[config.mk]
export PLATFORM = sky130hd
export DESIGN_NAME = tile_mul_add
export DESIGN_NICKNAME = d
export VERILOG_FILES = /design/src/rtl/tma_pkg.sv /design/src/rtl/tma_cell.sv /design/src/rtl/tma_slice.sv /design/src/rtl/tile_mul_add.sv
export SDC_FILE = /design/constraint.sdc
export NUM_CORES = 1
export LEC_CHECK = 0
export ABC_AREA = 0
export BUFFER_PORTS_ARGS = -buffer_cell sky130_fd_sc_hd__clkbuf_2
export CORE_ASPECT_RATIO = 0.5
export CORE_MARGIN = 10
export CORE_UTILIZATION = 51
export DETAILED_ROUTE_END_ITERATION = 8
export PLACE_DENSITY = 0.78
export SETUP_SLACK_MARGIN = 0.15
export SYNTH_ARGS = -nofsm -noshare
export SYNTH_HDL_FRONTEND = slang
export SYNTH_SLANG_ARGS = --single-unit
[constraint.sdc]
create_clock -name vclk -period 11.5
set_input_delay 1.15 -clock vclk [all_inputs]
set_output_delay 1.15 -clock vclk [all_outputs]
set_load 0.01 [all_outputs]
[src/rtl/tma_pkg.sv]
package tma_pkg;

   // Operand widths are rounded up to an even count before tiling.
   function automatic int even_up(input int w);
      return w + (w % 2);
   endfunction

   // Number of 2-bit groups for an operand width.
   function automatic int pair_count(input int w);
      return even_up(w) / 2;
   endfunction

endpackage

[src/rtl/tma_cell.sv]
module tma_cell (
   input  logic x_i,
   input  logic y_i,
   input  logic k_i,
   input  logic m_i,
   output logic s_o,
   output logic c_o
);

   logic pp;

   assign pp  = x_i & y_i;
   assign s_o = pp ^ k_i ^ m_i;
   assign c_o = (pp & k_i) | (pp & m_i) | (k_i & m_i);

   // gate form of the cell must match a 2-bit arithmetic add
   always_comb begin
      a_r1_cell_add: assert ({c_o, s_o} == (2'(pp) + 2'(k_i) + 2'(m_i)))
         else $error("cell add mismatch");
   end

endmodule

[src/rtl/tma_slice.sv]
module tma_slice (
   input  logic [1:0] x_i,
   input  logic [1:0] y_i,
   input  logic [1:0] k_i,
   input  logic [1:0] m_i,
   input  logic       m2_i,
   output logic       s0_o,
   output logic       s1_o,
   output logic       s2_o,
   output logic       c1_o,
   output logic       c0_o
);

   // Row 0 (weights 1,2) ripples into c0_o.
   // Row 1 (weights 2,4) takes the row-0 middle sum and m2_i.
   logic r0_carry;
   logic r0_mid;
   logic r1_carry;

   tma_cell u_c00 (.x_i(x_i[0]), .y_i(y_i[0]), .k_i(k_i[0]), .m_i(m_i[0]),
                   .s_o(s0_o),   .c_o(r0_carry));
   tma_cell u_c10 (.x_i(x_i[1]), .y_i(y_i[0]), .k_i(k_i[1]), .m_i(r0_carry),
                   .s_o(r0_mid), .c_o(c0_o));
   tma_cell u_c01 (.x_i(x_i[0]), .y_i(y_i[1]), .k_i(r0_mid), .m_i(m_i[1]),
                   .s_o(s1_o),   .c_o(r1_carry));
   tma_cell u_c11 (.x_i(x_i[1]), .y_i(y_i[1]), .k_i(m2_i),   .m_i(r1_carry),
                   .s_o(s2_o),   .c_o(c1_o));

   // weighted balance between slice pins
   always_comb begin
      a_r2_slice_balance: assert (
         (5'(x_i) * 5'(y_i) + 5'(k_i) + 5'(m_i[0]) + 5'({m_i[1], 1'b0}) + 5'({m2_i, 2'b00}))
         == (5'(s0_o) + 5'({s1_o, 1'b0}) + 5'({s2_o, 2'b00}) + 5'({c1_o, 3'b000}) + 5'({c0_o, 2'b00})))
         else $error("slice balance mismatch");
   end

endmodule

[src/rtl/tile_mul_add.sv]
module tile_mul_add
   import tma_pkg::*;
#(
   parameter int X_W = 8,
   parameter int Y_W = 6
) (
   input  logic [X_W-1:0]     x_i,
   input  logic [Y_W-1:0]     y_i,
   input  logic [X_W-1:0]     k_i,
   input  logic [Y_W-1:0]     m_i,
   output logic [X_W+Y_W-1:0] sum_o
);

   localparam int XP = even_up(X_W);
   localparam int YP = even_up(Y_W);
   localparam int NX = pair_count(X_W);
   localparam int NY = pair_count(Y_W);
   localparam int SW = X_W + Y_W;
   localparam int RW = XP + YP;

   if (X_W < 1 || Y_W < 1) begin : g_bad_width
      $error("tile_mul_add: operand widths must be at least 1");
   end
   if (RW > 64) begin : g_bad_total
      $error("tile_mul_add: result wider than 64 bits is not supported");
   end

   logic [XP-1:0] x_pad, k_pad;
   logic [YP-1:0] y_pad, m_pad;
   logic [RW-1:0] raw;

   assign x_pad = XP'(x_i);
   assign k_pad = XP'(k_i);
   assign y_pad = YP'(y_i);
   assign m_pad = YP'(m_i);

   for (genvar a = 0; a < NX; a++) begin : g_x
      for (genvar b = 0; b < NY; b++) begin : g_y
         logic       s0, s1, s2, c1, c0;
         logic [1:0] kk;
         logic [1:0] mm;
         logic       m2;

         // Vertical cascade: external k on the top row.
         if (b == 0) begin : g_k_edge
            assign kk = k_pad[2*a +: 2];
         end else if (a == NX-1) begin : g_k_right
            assign kk = {g_x[a].g_y[b-1].c1, g_x[a].g_y[b-1].s2};
         end else begin : g_k_mid
            assign kk = {g_x[a+1].g_y[b-1].s1, g_x[a].g_y[b-1].s2};
         end

         // Horizontal cascade: external m on the left column.
         if (a == 0) begin : g_m_edge
            assign mm = m_pad[2*b +: 2];
         end else begin : g_m_mid
            assign mm = {g_x[a-1].g_y[b].c1, g_x[a-1].g_y[b].c0};
         end

         // Third m pin: own row carry on the right edge, else neighbour sum.
         if (a == NX-1) begin : g_m2_loop
            assign m2 = c0;
         end else begin : g_m2_mid
            assign m2 = g_x[a+1].g_y[b].s0;
         end

         tma_slice u_slice (
            .x_i (x_pad[2*a +: 2]),
            .y_i (y_pad[2*b +: 2]),
            .k_i (kk),
            .m_i (mm),
            .m2_i(m2),
            .s0_o(s0),
            .s1_o(s1),
            .s2_o(s2),
            .c1_o(c1),
            .c0_o(c0)
         );
      end
   end

   // Low result bits leave the left column.
   for (genvar b = 0; b < NY; b++) begin : g_out_lo
      assign raw[2*b]   = g_x[0].g_y[b].s0;
      assign raw[2*b+1] = g_x[0].g_y[b].s1;
   end

   // High result bits leave the bottom row.
   for (genvar a = 0; a < NX; a++) begin : g_out_hi
      assign raw[YP+2*a] = g_x[a].g_y[NY-1].s2;
      if (a > 0) begin : g_odd
         assign raw[YP-1+2*a] = g_x[a].g_y[NY-1].s1;
      end
   end
   assign raw[RW-1] = g_x[NX-1].g_y[NY-1].c1;

   assign sum_o = raw[SW-1:0];

   // result against a behavioural multiply-add
   always_comb begin
      a_r1_sum_ref: assert (sum_o == (SW'(x_i) * SW'(y_i) + SW'(k_i) + SW'(m_i)))
         else $error("array result mismatch");
   end

   // padded result bits must stay clear
   if (RW > SW) begin : g_pad_chk
      always_comb begin
         a_r5_pad_clear: assert (raw[RW-1:SW] == '0)
            else $error("padding bits set");
      end
   end

endmodule

==> results by group <==
Timing
  – Final Setup Violations: 0
  – Final Hold Fails: 0
  – TNS Setup: 0 ns
  – Final WS setup: 0.5887 ns
  – Min Tclk post-route: 10.91 ns
  – RSZ-0062 raised after global routing: false
  – Slew Viols, Final: 0
  – Worst Tran Pin Value: 0.1728 ns
  – Fmax: 0.09165 GHz
  – Final worst path period share: 94.88%
  – Rel. slew slack: 88.48%

Synth
  – Syn nets: 216
  – Synth Instances: 140
  – Yosys cell types: 5
  – Seq/Total Area, Yosys: 0%
  – Avg Cell Area, Syn: 10.33 um2
  – Mapped Area: 0.001446 mm2
  – Yosys warns: 0

Layout
  – Clock buffer count: 0
  – Total number of sequential cells: 0
  – Most frequent cells in the layout: 48 x fa_1, 42 x clkbuf_2, 35 x and2_1
  – Layout cell share with drive strength beyond 1: 25.00%
  – Nets@finish: 246
  – Synthesis-to-finish area growth: 10.47%
  – Register area: 0 um2
  – # diodes: 0
  – Most common cell after layout, fill and taps aside: fa_1
  – Fill count: 227
  – Finished Cell Area: 0.001598 mm2
  – Area of the multi-input gates: 0.001229 mm2

GRT
  – Initial antenna violation count: 0
  – Met2 usage: 21.55%
  – Global-route usage over all layers: 10.23%
  – GRT busiest layer: met2
  – Global-route wire length before repair: 4.781 mm
  – Met1 GRT Util: 10.83%
  – Grt ovf: 0
  – M3 GR Usage: 1.797%
  – Largest net degree at the start of global routing: 9
  – Vias in the first global route: 1127

Power
  – Sw Pwr: 0.0002838 W
  – Pwr dens: 317.0 mW/mm2
  – Internal cell power: 0.0002227 W
  – Register share of total power: 0%
  – Peak VDD IR: 0.1338 mV
  – Clock network power share: 0%
  – P_leak: 0.8316 nW
  – Switching Share: 56.03%
  – Combinational share of power: 100.0%

Placed design
  – Worst slack at placement: 0.4885 ns
  – I/O Buffers: 42
  – GP Congestion: 0.7347
  – Dpl cell area: 0.001598 mm2
  – Post-DP HPWL: 2.559 mm

Floorplanning
  – Core area: 0.002651 mm2
  – Die Ht: 57.66 um
  – Die width: 95.32 um
  – Initial core utilization: 54.55%
  – Die ar.: 0.005495 mm2
  – Io pins: 42
  – Row Count: 13

Clock tree
  – Hold-fix buffers, CTS: 0
  – Post-CTS setup buffer count: 0
  – Post_cts resized: 0

Drt
  – Final ANT Viol Nets: 0
  – Number of detailed-route iterations in the first pass: 4
  – First DRT Iteration DRCs: 19
  – Residual DRC: 0
  – Via density: 4.522
  – Via count: 927
  – Drt wl/cell: 12.25 um
  – Final wirelength: 2.511 mm

Min path
  – Min-delay src: m_i[0]
  – Worst min path class: input port to primary output
  – Hold Crit Depth: 3
  – Worst hold endpoint: sum_o[0]

Run status
  – Status: completed

Setup path
  – Worst EP arrival: 9.76 ns
  – Crit. End Element: primary output
  – Startpoint Class: input port
  – Worst-path maximum fanout: 8
  – Crit path required time: 10.35 ns
  – WS Path Type: input port to primary output
  – Setup crit start: y_i[0]

Job
  – Max-cap violations: 0
==> cell usage after synthesis, drive strengths merged <==
cell / n / share of area, %
fa: 48 / 66
nand2: 13 / 3.4
buf: 14 / 7.3
and2: 35 / 15
inv: 30 / 7.8
==> metrics by stage <==
stage	hold slack [ns]	power, W	utilization, %	instances
6_report	2.663	0.0005065	60.26	205
5_1_grt	2.697	0.0005973	60.26	205
4_1_cts	2.669	0.0005330	60.26	205
3_5_place_dp	2.668	0.0005327	60.26	205
3_3_place_gp	2.676	0.0005017	60.26	205
2_1_floorplan	2.542	0.0005028	-	140
==> cell type report <==
type	count	area share (%)
tap	37	2.897
inverter	30	7.048
multi-input combinational	96	76.90
timing repair buffer	42	13.16
==> worst max path at each step <==
stage	endpoint	slack (ns)
2_1_floorplan	sum_o[12]	1.04
3_3_place_gp	sum_o[12]	0.69
3_5_place_dp	sum_o[12]	0.49
4_1_cts	sum_o[12]	0.49
5_1_grt	sum_o[12]	0.24
6_report	sum_o[12]	0.59
==> layer usage <==
layer / up-vias / wire [um]
met3: 0 / 204
met1: 476 / 844
met4: 0 / 0
met2: 18 / 1462
met5: - / 0
li1: 433 / -
==> critical path, cell delays in order <==
cell and delay (ns):
clkbuf_2 0.16, and2_1 0.16, fa_1 0.16, inv_1 0.05, fa_1 0.50, inv_1 0.05
fa_1 0.42, fa_1 0.46, fa_1 0.46, fa_1 0.57, fa_1 0.46, fa_1 0.45
fa_1 0.46, fa_1 0.46, fa_1 0.44, fa_1 0.40, fa_1 0.49, inv_1 0.05
fa_1 0.40, fa_1 0.41, fa_1 0.51, inv_1 0.06, fa_1 0.40, fa_1 0.48
clkbuf_2 0.13
==> power by group through the flow <==
stage	sequential (W)	combinational (W)	clock, W
final	0	0.000507	0
after global routing	0	0.000597	0
after CTS	0	0.000533	0
after detailed placement	0	0.000533	0
after global placement	0	0.000502	0
after floorplan	0	0.000503	0
==> kinds of logic (layout without fill, tap and decap cells) <==
group | Yosys count | in the layout | share of synthesized area (%)
adder cells (fa/ha/maj) | 48 | 48 | 66.44
AND/OR/NAND/NOR | 48 | 48 | 18.51
buffers and inverters | 44 | 72 | 15.05
Note: power is estimated with default switching activity, not from simulation.
